--- src/rtl/pci_arb_pkg.sv ---
// Package: shared types and helpers for the two-tier bus arbiter.
// Assumes: bus control signals are active low, as on a PCI bus.
package pci_arb_pkg;

    typedef enum logic {
        ARB_INTERNAL = 1'b0,
        ARB_EXTERNAL = 1'b1
    } arb_mode_e;

    // True when neither frame nor initiator-ready is asserted.
    function automatic logic bus_is_idle(input logic frame_n, input logic irdy_n);
        return frame_n && irdy_n;
    endfunction

endpackage

--- src/rtl/arb_rr_pick.sv ---
// Module: round-robin picker. Returns the first set request strictly after
// position 'last', wrapping around. Purely combinational.
// Assumes: last < W.
module arb_rr_pick #(
    parameter int W  = 4,
    parameter int IW = (W > 1) ? $clog2(W) : 1
) (
    input  logic [W-1:0]  req,
    input  logic [IW-1:0] last,
    output logic          found,
    output logic [IW-1:0] idx
);

    // Scan positions last+1 .. last+W modulo W and keep the first hit.
    always_comb begin
        found = 1'b0;
        idx   = last;
        for (int k = 1; k <= W; k++) begin
            if (!found && req[(int'(last) + k) % W]) begin
                found = 1'b1;
                idx   = IW'((int'(last) + k) % W);
            end
        end
    end

endmodule

--- src/rtl/arb_tier_select.sv ---
// Module: two-tier winner selection. The upper-tier rotation has one extra
// slot (index NR) that stands for the whole lower tier. The lower tier
// rotates within that slot.
// Assumes: pointers are kept by the caller and updated only on a grant.
module arb_tier_select #(
    parameter int NR = 10,
    parameter int HW = $clog2(NR + 1),
    parameter int LW = $clog2(NR)
) (
    input  logic [NR-1:0] req,
    input  logic [NR-1:0] tier_hi,
    input  logic [HW-1:0] last_hi,
    input  logic [LW-1:0] last_lo,
    output logic          win_valid,
    output logic          win_from_lo,
    output logic [LW-1:0] win_idx
);

    logic [NR-1:0] lo_req;
    logic [NR:0]   hi_vec;
    logic          hi_found;
    logic [HW-1:0] hi_idx;
    logic          lo_found;
    logic [LW-1:0] lo_idx;

    // Split requests by tier; the lower tier shows up as one upper slot.
    always_comb begin
        lo_req = req & ~tier_hi;
        hi_vec = {|lo_req, req & tier_hi};
    end

    arb_rr_pick #(.W(NR + 1), .IW(HW)) u_hi_pick (
        .req   (hi_vec),
        .last  (last_hi),
        .found (hi_found),
        .idx   (hi_idx)
    );

    arb_rr_pick #(.W(NR), .IW(LW)) u_lo_pick (
        .req   (lo_req),
        .last  (last_lo),
        .found (lo_found),
        .idx   (lo_idx)
    );

    // Resolve the lower-tier slot into a concrete requester.
    always_comb begin
        win_valid   = 1'b0;
        win_from_lo = 1'b0;
        win_idx     = '0;
        if (hi_found) begin
            win_valid = 1'b1;
            if (hi_idx == HW'(NR)) begin
                win_from_lo = 1'b1;
                win_idx     = lo_idx;
                win_valid   = lo_found;
            end else begin
                win_idx = LW'(hi_idx);
            end
        end
    end

endmodule

--- src/rtl/arb_grant_ctrl.sv ---
// Module: grant owner register and handover control. It holds one-hot
// ownership, inserts an empty cycle on every change, and parks on slot 0
// when idle.
// Assumes: 'clr' is high for as long as the internal arbiter is bypassed.
module arb_grant_ctrl
    import pci_arb_pkg::*;
#(
    parameter int NR = 10,
    parameter int HW = $clog2(NR + 1),
    parameter int LW = $clog2(NR)
) (
    input  logic          clk,
    input  logic          rst_n,
    input  logic          clr,
    input  logic [NR-1:0] req,
    input  logic [NR-1:0] tier_hi,
    input  logic          frame_n,
    input  logic          irdy_n,
    output logic [NR-1:0] owner
);

    logic [NR-1:0] owner_q;
    logic          started_q;
    logic [HW-1:0] last_hi_q;
    logic [LW-1:0] last_lo_q;
    logic          win_valid;
    logic          win_from_lo;
    logic [LW-1:0] win_idx;
    logic [NR-1:0] win_oh;
    logic          may_move;

    arb_tier_select #(.NR(NR), .HW(HW), .LW(LW)) u_sel (
        .req         (req),
        .tier_hi     (tier_hi),
        .last_hi     (last_hi_q),
        .last_lo     (last_lo_q),
        .win_valid   (win_valid),
        .win_from_lo (win_from_lo),
        .win_idx     (win_idx)
    );

    // Target owner: the winner, or the bridge (slot 0) when nobody asks.
    always_comb begin
        win_oh   = win_valid ? (NR'(1) << win_idx) : NR'(1);
        may_move = bus_is_idle(frame_n, irdy_n) || started_q;
    end

    // Ownership, transaction-start tracking and rotation pointers.
    always_ff @(posedge clk) begin
        if (!rst_n || clr) begin
            owner_q   <= '0;
            started_q <= 1'b0;
            last_hi_q <= HW'(NR);
            last_lo_q <= LW'(NR - 1);
        end else if (owner_q == '0) begin
            owner_q   <= win_oh;
            started_q <= 1'b0;
            if (win_valid) begin
                if (win_from_lo) begin
                    last_hi_q <= HW'(NR);
                    last_lo_q <= win_idx;
                end else begin
                    last_hi_q <= HW'(win_idx);
                end
            end
        end else if (owner_q != win_oh && may_move) begin
            owner_q   <= '0;
            started_q <= 1'b0;
        end else if (!frame_n) begin
            started_q <= 1'b1;
        end
    end

    assign owner = owner_q;

endmodule

--- src/rtl/arb_ext_link.sv ---
// Module: registered request/grant link to an outside arbiter, used in
// external mode on pin pair 0.
// Assumes: the outside grant is synchronous to clk.
module arb_ext_link (
    input  logic clk,
    input  logic rst_n,
    input  logic ext_en,
    input  logic brg_req,
    input  logic gnt_in_n,
    output logic req_out_n,
    output logic brg_gnt
);

    // Sample the bridge request out and the outside grant in.
    always_ff @(posedge clk) begin
        if (!rst_n || !ext_en) begin
            req_out_n <= 1'b1;
            brg_gnt   <= 1'b0;
        end else begin
            req_out_n <= ~brg_req;
            brg_gnt   <= ~gnt_in_n;
        end
    end

endmodule

--- src/rtl/pci_tier_arbiter.sv ---
// Module: top of the two-tier secondary bus arbiter. Slot 0 is the bridge,
// slot k+1 is pin pair k. In external mode pin pair 0 carries the bridge's
// own request out and grant in.
// Assumes: ext_arb_en and tier_hi are quasi-static.
module pci_tier_arbiter
    import pci_arb_pkg::*;
#(
    parameter int N_EXT = 9
) (
    input  logic             clk,
    input  logic             rst_n,
    input  logic             ext_arb_en,
    input  logic [N_EXT:0]   tier_hi,
    input  logic             frame_n,
    input  logic             irdy_n,
    input  logic [N_EXT-1:0] req_pin_n,
    output logic [N_EXT-1:0] gnt_pin_n,
    input  logic             brg_req,
    output logic             brg_gnt
);

    localparam int NR = N_EXT + 1;

    arb_mode_e     mode_q;
    logic [NR-1:0] req_vec;
    logic [NR-1:0] owner;
    logic          link_req_n;
    logic          link_gnt;

    // Registered operating mode, so outputs switch on a clock edge.
    always_ff @(posedge clk) begin
        if (!rst_n) mode_q <= ARB_INTERNAL;
        else        mode_q <= ext_arb_en ? ARB_EXTERNAL : ARB_INTERNAL;
    end

    // Gather requests into slot order.
    always_comb req_vec = {~req_pin_n, brg_req};

    arb_grant_ctrl #(.NR(NR)) u_ctrl (
        .clk     (clk),
        .rst_n   (rst_n),
        .clr     (ext_arb_en),
        .req     (req_vec),
        .tier_hi (tier_hi),
        .frame_n (frame_n),
        .irdy_n  (irdy_n),
        .owner   (owner)
    );

    arb_ext_link u_link (
        .clk       (clk),
        .rst_n     (rst_n),
        .ext_en    (ext_arb_en),
        .brg_req   (brg_req),
        .gnt_in_n  (req_pin_n[0]),
        .req_out_n (link_req_n),
        .brg_gnt   (link_gnt)
    );

    // Route pins by mode.
    always_comb begin
        if (mode_q == ARB_EXTERNAL) begin
            gnt_pin_n    = '1;
            gnt_pin_n[0] = link_req_n;
            brg_gnt      = link_gnt;
        end else begin
            gnt_pin_n = ~owner[NR-1:1];
            brg_gnt   = owner[0];
        end
    end

endmodule

--- config.mk ---
export PLATFORM = sky130hd
export DESIGN_NAME = pci_tier_arbiter
export DESIGN_NICKNAME = d
export VERILOG_FILES = /design/src/rtl/pci_arb_pkg.sv /design/src/rtl/arb_rr_pick.sv /design/src/rtl/arb_tier_select.sv /design/src/rtl/arb_grant_ctrl.sv /design/src/rtl/arb_ext_link.sv /design/src/rtl/pci_tier_arbiter.sv
export SDC_FILE = /design/constraint.sdc
export NUM_CORES = 1
export LEC_CHECK = 0
export ABC_AREA = 1
export BUFFER_PORTS_ARGS = -buffer_cell sky130_fd_sc_hd__buf_2
export CAP_MARGIN = 10
export CORE_MARGIN = 5
export CORE_UTILIZATION = 35
export DETAILED_ROUTE_END_ITERATION = 12
export PLACE_DENSITY_LB_ADDON = 0.15
export SKIP_LAST_GASP = 1
export SLEW_MARGIN = 0
export SYNTH_ARGS = -nofsm -noshare
export SYNTH_HDL_FRONTEND = slang
export SYNTH_SLANG_ARGS = --single-unit
--- constraint.sdc ---
create_clock -name clk -period 7.34 [get_ports clk]
set_input_delay 0.367 -clock clk [delete_from_list [all_inputs] [get_ports clk]]
set_output_delay 0.367 -clock clk [all_outputs]
set_load 0.05 [all_outputs]
# [After elaboration in Yosys (flattened, before gate mapping)]
# Cells that the tools add are included.
[word_totals] out_inout_bits=10 regBits=22 input_bits=25 latchBits=0 n_memories=0 rom_bits=0 ram_bits=0
[classes] bitwise_logic=7 reduce_logical=51 addsub=21 order_cmp=21 n_shift=1 mux=118 multipliers=0 div_mod_pow=21 n_eq_ne=2
[op_table] operator="less-than comparator 32 x 6 -> 1 bit, second input constant" n=21
[op_table] operator="remainder unit 32 x 5 -> 32 bit, second input constant" n=21
[op_table] operator="2-to-1 mux 4 bit" n=24
[op_table] operator="binary-select mux 1 bit (select 4 bit)" n=21
[op_table] operator="2-to-1 mux 1 bit" n=69
[op_table] operator="adder 4 x 3 -> 5 bit, second input constant" n=8
[op_table] operator="adder 4 x 4 -> 5 bit, second input constant" n=7
[op_table] operator="2-to-1 mux 10 bit" n=3
[op_table] operator="logical AND 1 bit" n=21
[op_table] operator="logical NOT 1 bit" n=21
[op_table] operator="adder 4 x 2 -> 5 bit, second input constant" n=4
[op_table] operator="bitwise AND 10 bit" n=2
[op_table] operator="inverter 9 bit" n=2
[op_table] operator="adder 4 x 1 -> 5 bit, second input constant" n=2
[op_table] operator="logical NOT 10 bit" n=1
[op_table] operator="inequality test 10 bit" n=1
[op_table] operator="inverter 10 bit" n=1
[op_table] operator="OR reduction 10 bit" n=1
[op_table] operator="left shift 1 x 4 -> 10 bit, first input constant" n=1
[op_table] operator="2-to-1 mux 9 bit" n=1
[op_table] operator="== test 4 bit, second input constant" n=1
[op_table] operator="logical OR 1 bit" n=3
[op_table] operator="AND reduction 3 bit" n=1
[op_table] operator="OR reduction 3 bit" n=1
[op_table] operator="3 further kinds" n=4

# [Longest topological paths before layout]
# Gate-level depths: netlist of run 1.
[logic_depth] word_depth=46 depth_mapped=58 depth_no_buf=54

# [By module]
# A second synthesis of run 1 with hierarchy kept.
[hier_totals] cells_unflattened=1812 hier_area_um2=9811.9
[modules_own_cells] mod="arb_rr_pick (u_ctrl.u_sel.u_hi_pick)" area_each_um2=4799.6 cells_each=923 instances=1 seq_area_each_um2=0.0
[modules_own_cells] mod="arb_rr_pick (u_ctrl.u_sel.u_lo_pick)" area_each_um2=3353.2 cells_each=613 instances=1 seq_area_each_um2=0.0
[modules_own_cells] mod="arb_grant_ctrl" area_each_um2=1167.4 cells_each=167 instances=1 seq_area_each_um2=380.4
[modules_own_cells] mod="arb_tier_select" area_each_um2=316.6 cells_each=78 instances=1 seq_area_each_um2=0.0
[modules_own_cells] mod="pci_tier_arbiter" area_each_um2=120.1 cells_each=26 instances=1 seq_area_each_um2=20.0
[modules_own_cells] mod="arb_ext_link" area_each_um2=55.1 cells_each=5 instances=1 seq_area_each_um2=40.0

# [Worst setup path after synthesis of run 1]
# No wires, ideal clock.
[synth_timing] path_type="register -> register" startpoint="register u_ctrl.last_hi_q[1]" endpoint="register u_ctrl.owner_q[2], in the netlist u_ctrl.owner[2]" setup_slack_ps=1772 t_required_ps=7270 synth_period_minus_slack_ps=5568 setup_time_ps=70 t_arrival_ps=5498 n_path_buf=4 path_stages_with_launch=46 path_cell_list="dfxtp_1 -> buf_2 -> clkinv_1 -> ha_1 -> clkbuf_1 -> o211ai_2 -> ha_1 -> nor2_1 -> nand2_1 -> a21oi_2 -> nand3_1 -> nand2_2 -> nand2_1 -> nand3_1 -> nand3_1 -> nand3_1 -> nand2_2 -> nor2_4 -> [10 not listed] -> nand2_1 -> nand2_1 -> nor2_4 -> nand3_2 -> nand2_2 -> inv_2 -> nor2_8 -> nand2_1 -> nor2_2 -> nand2_1 -> nand2_1 -> nand2_1 -> nor2_1 -> nand3_1 -> nand2_1 -> buf_6 -> nand3_1 -> a21oi_1"
[synth_between] elab_chain_cells=44
[synth_rtl] element="start, declared" line="arb_grant_ctrl.sv:24" rtl="logic [HW-1:0] last_hi_q;"
[synth_rtl] element="start signal, assigned" line="arb_grant_ctrl.sv:53" rtl="last_hi_q <= HW'(NR);"
[synth_rtl] element="start signal, assigned" line="arb_grant_ctrl.sv:60" rtl="last_hi_q <= HW'(NR);"
[synth_rtl] element="start signal, assigned" line="arb_grant_ctrl.sv:63" rtl="last_hi_q <= HW'(win_idx);"
[synth_rtl] element="adder 4 x 1 -> 5 bit" line="arb_rr_pick.sv:19, arb_rr_pick.sv:21"
[synth_rtl] element="remainder unit 32 x 5 -> 32 bit" line="arb_rr_pick.sv:19, arb_rr_pick.sv:21"
[synth_rtl] element="binary-select mux 1 bit (select 4 bit)" line="arb_rr_pick.sv:19" rtl="if (!found && req[(int'(last) + k) % W]) begin"
[synth_rtl] element="2-to-1 mux 1 bit (not written as such) (2 in series)" line="arb_rr_pick.sv:19"
[synth_rtl] element="2-to-1 mux 1 bit" line="arb_rr_pick.sv:19"
[synth_rtl] element="logical NOT 1 bit" line="arb_rr_pick.sv:19"
[synth_rtl] element="logical AND 1 bit" line="arb_rr_pick.sv:19"
[synth_rtl] element="2-to-1 mux 1 bit" line="arb_rr_pick.sv:19"
[synth_rtl] element="[27 not listed]"
[synth_rtl] element="== test 4 bit" line="arb_tier_select.sv:53" rtl="if (hi_idx == HW'(NR)) begin"
[synth_rtl] element="2-to-1 mux 4 bit" line="arb_tier_select.sv:53"
[synth_rtl] element="2-to-1 mux 4 bit" line="arb_tier_select.sv:51" rtl="if (hi_found) begin"
[synth_rtl] element="left shift 1 x 4 -> 10 bit" line="arb_grant_ctrl.sv:44" rtl="win_oh = win_valid ? (NR'(1) << win_idx) : NR'(1);"
[synth_rtl] element="2-to-1 mux 10 bit *" line="arb_grant_ctrl.sv:44"
[synth_rtl] element="inequality test 10 bit" line="arb_grant_ctrl.sv:66" rtl="end else if (owner_q != win_oh && may_move) begin"
[synth_rtl] element="logical AND 1 bit" line="arb_grant_ctrl.sv:66"
[synth_rtl] element="nonzero test 2 bit (no line)"
[synth_rtl] element="end signal, assigned" line="arb_grant_ctrl.sv:56" rtl="owner_q <= win_oh;"
[synth_rtl] element="end, declared" line="arb_grant_ctrl.sv:22" rtl="logic [NR-1:0] owner_q;"
# Mark *: on every way between the ends. The rest lies on a longest branch, timed or not. The select of a mux whose other input is x is not followed.
# A chain may end at the register's enable or synchronous reset.

# [Final worst setup path of run 1]
[layout_timing] startpoint="register u_ctrl.last_lo_q[1]" endpoint="register u_ctrl.owner_q[2], in the netlist u_ctrl.owner[2]"
[layout_between] elab_chain_cells=40
[layout_rtl] element="start, declared" line="arb_grant_ctrl.sv:25" rtl="logic [LW-1:0] last_lo_q;"
[layout_rtl] element="start signal, assigned" line="arb_grant_ctrl.sv:54" rtl="last_lo_q <= LW'(NR - 1);"
[layout_rtl] element="start signal, assigned" line="arb_grant_ctrl.sv:61" rtl="last_lo_q <= win_idx;"
[layout_rtl] element="adder 4 x 1 -> 5 bit" line="arb_rr_pick.sv:19, arb_rr_pick.sv:21"
[layout_rtl] element="remainder unit 32 x 5 -> 32 bit" line="arb_rr_pick.sv:19, arb_rr_pick.sv:21"
[layout_rtl] element="binary-select mux 1 bit (select 4 bit)" line="arb_rr_pick.sv:19"
[layout_rtl] element="2-to-1 mux 1 bit (not written as such) (2 in series)" line="arb_rr_pick.sv:19"
[layout_rtl] element="2-to-1 mux 1 bit" line="arb_rr_pick.sv:19"
[layout_rtl] element="logical NOT 1 bit" line="arb_rr_pick.sv:19"
[layout_rtl] element="logical AND 1 bit" line="arb_rr_pick.sv:19"
[layout_rtl] element="2-to-1 mux 1 bit" line="arb_rr_pick.sv:19"
[layout_rtl] element="[23 not listed]"
[layout_rtl] element="2-to-1 mux 4 bit" line="arb_rr_pick.sv:19"
[layout_rtl] element="2-to-1 mux 4 bit" line="arb_tier_select.sv:53"
[layout_rtl] element="2-to-1 mux 4 bit" line="arb_tier_select.sv:51"
[layout_rtl] element="left shift 1 x 4 -> 10 bit" line="arb_grant_ctrl.sv:44"
[layout_rtl] element="2-to-1 mux 10 bit *" line="arb_grant_ctrl.sv:44"
[layout_rtl] element="inequality test 10 bit" line="arb_grant_ctrl.sv:66"
[layout_rtl] element="logical AND 1 bit" line="arb_grant_ctrl.sv:66"
[layout_rtl] element="nonzero test 2 bit (no line)"
# Marked as above.

==> results of run 1 <==
-- Yosys cell counts, drive strengths merged, types with 2 or more instances --
library cell / n / share of area, %
or2: 8 / 0.56
o31ai: 9 / 0.75
and2: 5 / 0.38
nand3: 189 / 11
buf: 17 / 1.4
nor3: 8 / 0.68
ha: 76 / 11
a21oi: 57 / 3.6
clkbuf: 12 / 0.50
nand4: 19 / 1.4
o21ai: 162 / 9.4
o21bai: 2 / 0.21
nor4: 4 / 0.28
o22ai: 3 / 0.35
o221ai: 6 / 0.59
clkinv: 4 / 0.17
o211ai: 20 / 1.7
nand2: 508 / 23
nor2: 139 / 6.8
dfxtp: 22 / 4.9
xor2: 46 / 4.8
xnor2: 17 / 1.7
o21a: 7 / 0.59
o2111ai: 5 / 0.49
nand3b: 11 / 0.92
a31oi: 2 / 0.14
inv: 288 / 12
o41ai: 3 / 0.29
-- worst reg2reg max path, delay by kind of cell (launching register included) --
kind                       cells  cell delay, ns
adders and majority gates      2            0.77
and+or+nand+nor               21            2.88
AOI/OAI and AO/OA              6            1.43
buffers and inverters          5            0.60
DFF                            1            0.79
-- cell type report --
cell class,instances,area share [%]
Clock buffer,3,0.784
Tap cell,330,4.31
Timing Repair Buffer,47,2.80
Sequential cell,22,4.60
Clock inverter,1,0.314
Inverter,292,11.5
Multi-Input combinational cell,1312,75.7
-- logic make-up (layout without fill, tap and decap cells) --
logic type,Yosys count,after routing
AO/OA/AOI/OAI,281,281
XOR/XNOR,63,63
adder cells (fa/ha/maj),76,76
buffers and inverters,321,343
flip-flops,22,22
AND/OR/NAND/NOR,892,892
-- registers in the layout (all words and copies together) (netlist names) --
name and cells:
u_ctrl.last_hi_q 4, u_link.req_out_n 1, u_ctrl.last_lo_q 4, u_link.brg_gnt 1, mode_q 1, u_ctrl.owner 10
u_ctrl.started_q 1
-- how the worst max path moves through the flow --
| stage | endpoint | slack (ns) | cells past startpoint |
|---|---|---|---|
| global route | u_ctrl.owner[1] | 0.05 | 41 |
| finish | u_ctrl.owner[2] | 0.79 | 34 |
| CTS | u_ctrl.owner[2] | 0.74 | 34 |
| floorplan | u_ctrl.owner[2] | 1.77 | 45 |
| detailed placement | u_ctrl.owner[0] | 0.79 | 34 |
| global placement | u_ctrl.owner[5] | 0.81 | 34 |
-- per-stage QoR --
stage | area [um^2] | hold WS, ns | setup WS [ns]
2_1_floorplan | 8960 | 0.433 | 1.77
3_3_place_gp | 9460 | 0.443 | 0.810
3_5_place_dp | 9460 | 0.451 | 0.788
4_1_cts | 9570 | 0.291 | 0.742
5_1_grt | 9570 | 0.296 | 0.0525
6_report | 9570 | 0.301 | 0.788
-- layer usage --
metal	wire (um)	GRT usage, %
met2	12000	30.6
met1	14500	28.9
met5	0	0
met3	2190	2.81
met4	322	2.74
==> summary.md, run 1 <==
| Metric | Value |
|---|---|
| Max stage delay cell, worst path | `dfxtp_1` |
| Yosys synthesis warning count | `0` |
| FF+latch count, synth | `22` |
| Area grow syn2layout | `6.89%` |
| Core Region | `roughly 25,000 um^2` |
| EDFF count, synth | `0` |
| Worst setup startpoint | `u_ctrl.last_lo_q[1]` |
| Worst Hold Class | `in -> reg` |
| Final hold viol count | `0` |
| Worst-path fanout max | `16` |
| CTS root buf | `clkbuf_16` |
| Largest net degree at the start of global routing | `23` |
| Worst Path Required | `around 7.5 ns` |
| Boundary pin count | `35` |
| Synth Area in Adders | `a little over a tenth` |
| Synth Area in Compound Gates | `18.6%` |
| Fillers | `2,812` |
| Commonest cells after routing, fill and taps aside | `nand2_1 (463), inv_1 (257), nand3_1 (176)` |
| Setup Viol. Count Final | `0` |
| Crit path DAT | `6.74 ns` |
| R2R Path Start | `u_ctrl.last_lo_q[1]` |
| Global-route wire length before repair | `between 40 and 50 mm` |
| Die ar. | `slightly below 30,000 um^2` |
| Via density | `5.14` |
| Synth Flop Type | `dfxtp_1` |
| N_diodes | `0` |
| Simple-gate share of the synthesized area | `45.0%` |
| Share of post-route cells with drive strength above 1 | `between 10 and 15%` |
| DIE WIDTH | `170 um` |
| Final ANT Viol Nets | `0` |
| Layout net count | `between 1,500 and 2,000` |
| Worst setup path class | `reg -> reg` |
| Commonest non-fill, non-tap cell in the layout | `nand2_1` |
| PortBufs | `34` |
| Via count | `10,300` |
| Register area | `around 440 um^2` |
| H-tree levels | `1` |
| Resized cells post-CTS | `0` |
| Syn_area_per_cell | `5.41 um^2` |
| DP Wirelength | `23.8 mm` |
| Initial DRC count | `784` |
| Starting Density | `between 30% and 40%` |
| Slowest Stage Delay on Critical Path | `0.79 ns` |
| Tmin final | `6.55 ns` |
| CTS tree | `built` |
| Mapped Cells | `1,655` |
| Vias in the first global route | `just over 9,000` |
| Post-synth ARST share | `0%` |
| Clk slew on worst S/H paths | `0.07 ns` |
| Hold Path Stages | `2` |
| RePlAce Congestion | `approximately 0.9` |
| Synth cell types | `between 60 and 70` |
| Total global routing track utilization | `19.5%` |
| Worst-Margin Slew | `about 0.94 ns` |
| Area occupied by multi-input gates | `7250 um^2` |
| Initial antenna violation count | `0` |
| Reg2Reg Setup Slack | `around 0.79 ns` |
| MaxCap Viol Count | `0` |
| Post-Synth XOR/XNOR Area | `around 6.6%` |
| Avg WL per Cell | `about 14 um` |
| RSZ-0062 raised after global routing | `false` |
| Final core utilization | `between 30% and 40%` |
| Sequential share of the synthesized area | `just under 5%` |
| Worst path bufs/invs | `5` |
| Die height | `170 um` |
| Post-synthesis mux area share | `0%` |
| Max-slew violation count | `0` |
| CTS Hold Bufs | `0` |
| Slew HR | `roughly 36%` |
| Hold_sp | `frame_n` |
| Non-Filler Instances | `2,007` |
| Synthesized area | `8960 um^2` |
| Setup Skew | `~0.0045 ns` |
| Num rows | `between 50 and 60` |
| FF-to-FF End | `u_ctrl.owner[2]` |
| Placed Cells incl. Taps | `2,003` |
| Reg2reg path depth | `34` |
| Syn_nets | `1,756` |
| Final setup TNS | `0 ns` |
| CP dominant cell by count | `nand2_1` |
| Cts bufs inserted | `3` |
| CTS sink count | `22` |
| Final period util | `approximately 89%` |
| Hold Path Sink | `u_ctrl.started_q` |
| Maximum clock rate | `153 MHz` |
| Largest family of logic cells by synthesized area | `simple AND/OR/NAND/NOR gates` |
| Max Buffers Root-to-Sink | `2` |
| Post-CTS repair timing setup buffer count | `0` |
| DRC Markers | `0` |
| CP delay by family, top | `simple AND/OR/NAND/NOR gates` |
| Grt total ovfl | `0` |
| Critical path capture point type | `flip-flop` |
| Latest clock arrival within the worst-skew pair | `roughly 0.26 ns` |
| Critical Path Start Type | `flip-flop` |
| Status | `completed` |
| Final WL | `about 29 mm` |
| Pre-antenna DRT Iters | `6` |
Power of run 1 is left out: the tool's default activity adds up to more than one toggle a clock period on the data nets, which glitch-free logic cannot reach.
==> run 2: changes to the inputs <==
- CORE_ASPECT_RATIO: unset -> 1.25
- MAX_ROUTING_LAYER: unset -> met4
- SLEW_MARGIN: 0 -> unset
==> run 2 against run 1 <==
Against the previous run: cell count up 0.40%; global-route usage up 1.1 points; sequential cell count unchanged; first-iteration DRC count down 4.5%; utilization up 0.084 points; clock skew up 0.00069 ns; die area about the same; register-to-register slack better by 0.10 ns; maximum frequency up 1.6%; setup slack better by 0.10 ns; design area up 0.34%; largest cell class unchanged.
==> summary.md, run 2 (synthesis gave the netlist of run 1 again) <==
| Metric | Value |
|---|---|
| CP dominant cell by count | `nand2_1` |
| Num rows | `65 (+12%)` |
| Pre-antenna DRT Iters | `5 (-1)` |
| R2R Path Start | `u_ctrl.last_lo_q[1]` |
| Fillers | `2,827 (+0.53%)` |
| Worst-path fanout max | `16 (unchanged)` |
| Die height | `189 um (+11%)` |
| Final ANT Viol Nets | `0 (unchanged)` |
| Worst setup path class | `reg -> reg` |
| Vias in the first global route | `9,560 (+3.8%)` |
| Slowest Stage Delay on Critical Path | `0.76 ns (-0.03 ns)` |
| H-tree levels | `1 (unchanged)` |
| Max-slew violation count | `0 (unchanged)` |
| DP Wirelength | `24.6 mm (+3.3%)` |
| CTS sink count | `22 (unchanged)` |
| Clk slew on worst S/H paths | `0.07 ns (about the same)` |
| Resized cells post-CTS | `0 (unchanged)` |
| Avg WL per Cell | `14.8 um (+2.5%)` |
| Status | `completed` |
| Via count | `10,300 (-0.41%)` |
| Area of placed instances | `9490 um^2 (+0.30%)` |
| Final WL | `29.8 mm (+2.9%)` |
| Worst Hold Class | `in -> reg` |
| MaxCap Viol Count | `0 (unchanged)` |
| Critical path capture point type | `flip-flop` |
| DIE WIDTH | `153 um (-9.9%)` |
| Setup Skew | `0.00522 ns (+0.000690 ns)` |
| Core Region | `25,200 um^2 (+0.12%)` |
| RePlAce Congestion | `0.937 (+0.94%)` |
| Layout net count | `1,782 (+0.17%)` |
| Share of post-route cells with drive strength above 1 | `11.5% (+0.28 points)` |
| Design area | `9610 um^2 (+0.34%)` |
| Area grow syn2layout | `7.25%` |
| Boundary pin count | `35 (unchanged)` |
| Max stage delay cell, worst path | `dfxtp_1` |
| CTS Hold Bufs | `0 (unchanged)` |
| Tmin final | `6.45 ns (-0.100 ns)` |
| Cts bufs inserted | `3 (unchanged)` |
| Latest clock arrival within the worst-skew pair | `0.27 ns (about the same)` |
| Crit path DAT | `6.65 ns (-0.09 ns)` |
| Final worst slack | `0.889 ns (+0.100 ns)` |
| Slew HR | `43.1% (+6.7 points)` |
| Initial antenna violation count | `0 (unchanged)` |
| Maximum clock rate | `155 MHz (+1.6%)` |
| Final setup TNS | `0 ns (unchanged)` |
| DRC Markers | `0 (unchanged)` |
| Commonest non-fill, non-tap cell in the layout | `nand2_1` |
| Max Buffers Root-to-Sink | `2 (unchanged)` |
| Register area | `442 um^2 (+0.28%)` |
| Total global routing track utilization | `20.5% (+1.1 points)` |
| Global-route wire length before repair | `48.5 mm (+3.3%)` |
| Worst setup startpoint | `u_ctrl.last_lo_q[1]` |
| Die ar. | `28,900 um^2 (about the same)` |
| Starting Density | `35.5% (-0.042 points)` |
| Largest net degree at the start of global routing | `28 (+22%)` |
| CTS root buf | `clkbuf_16` |
| PortBufs | `34 (unchanged)` |
| CTS tree | `built` |
| Hold Path Stages | `2 (unchanged)` |
| Non-Filler Instances | `2,015 (+0.40%)` |
| Worst-Margin Slew | `0.845 ns (-0.0989 ns)` |
| Dpl ws | `0.818 ns (+0.0299 ns)` |
| Grt total ovfl | `0 (unchanged)` |
| RSZ-0062 raised after global routing | `false` |
| Final period util | `87.9% (-1.4 points)` |
| Reg2reg path depth | `34 (unchanged)` |
| Post-CTS repair timing setup buffer count | `0 (unchanged)` |
| Final hold viol count | `0 (unchanged)` |
| Commonest cells after routing, fill and taps aside | `nand2_1 (463), inv_1 (257), nand3_1 (176)` |
| Via density | `5.10 (-0.80%)` |
| Placed Cells incl. Taps | `2,011 (+0.40%)` |
| N_diodes | `0 (unchanged)` |
| Critical Path Start Type | `flip-flop` |
| Setup Viol. Count Final | `0 (unchanged)` |
| Largest register FFs | `10 (unchanged)` |
| Hold_sp | `frame_n` |
| Area occupied by multi-input gates | `7250 um^2 (about the same)` |
| Worst Path Required | `7.53 ns (about the same)` |
| Initial DRC count | `749 (-4.5%)` |
run 2: layout make-up:
class | instances | area share, %
Sequential cell | 22 | 4.60
Inverter | 292 | 11.5
Multi-Input combinational cell | 1312 | 75.5
Tap cell | 335 | 4.36
Clock inverter | 1 | 0.313
Clock buffer | 3 | 0.781
Timing Repair Buffer | 50 | 3.02
run 2: per-layer routing:
layer	global-route usage (%)	vias up	part of all wire (%)
met5	-	-	0
met4	5.35	0	2.3
met3	1.81	47	4.6
met2	33.7	256	46
met1	27.2	4591	47
li1	-	5385	-
run 2: final timing paths:
check,end,slack (ns)
setup / recovery,u_ctrl.owner[5],0.89
hold / removal,u_ctrl.started_q,0.29
setup reg to reg,u_ctrl.owner[5],0.89
hold reg to reg,u_ctrl.started_q,0.45
run 2: critical path, delay by kind of cell (launching register included):
| family | cells | cell delay (ns) |
|---|---|---|
| and+or+nand+nor | 21 | 2.83 |
| AOI/OAI and AO/OA | 6 | 1.46 |
| DFF | 1 | 0.76 |
| adders and majority gates | 2 | 0.75 |
| buffers and inverters | 5 | 0.59 |
run 2: metrics by stage:
stage,hold WS [ns],util (%)
after detailed placement,0.444,37.7
after floorplan,0.433,-
after CTS,0.289,38.1
after global routing,0.310,38.1
final,0.292,38.1
after global placement,0.444,37.7
Power of run 2 is left out for the same reason.
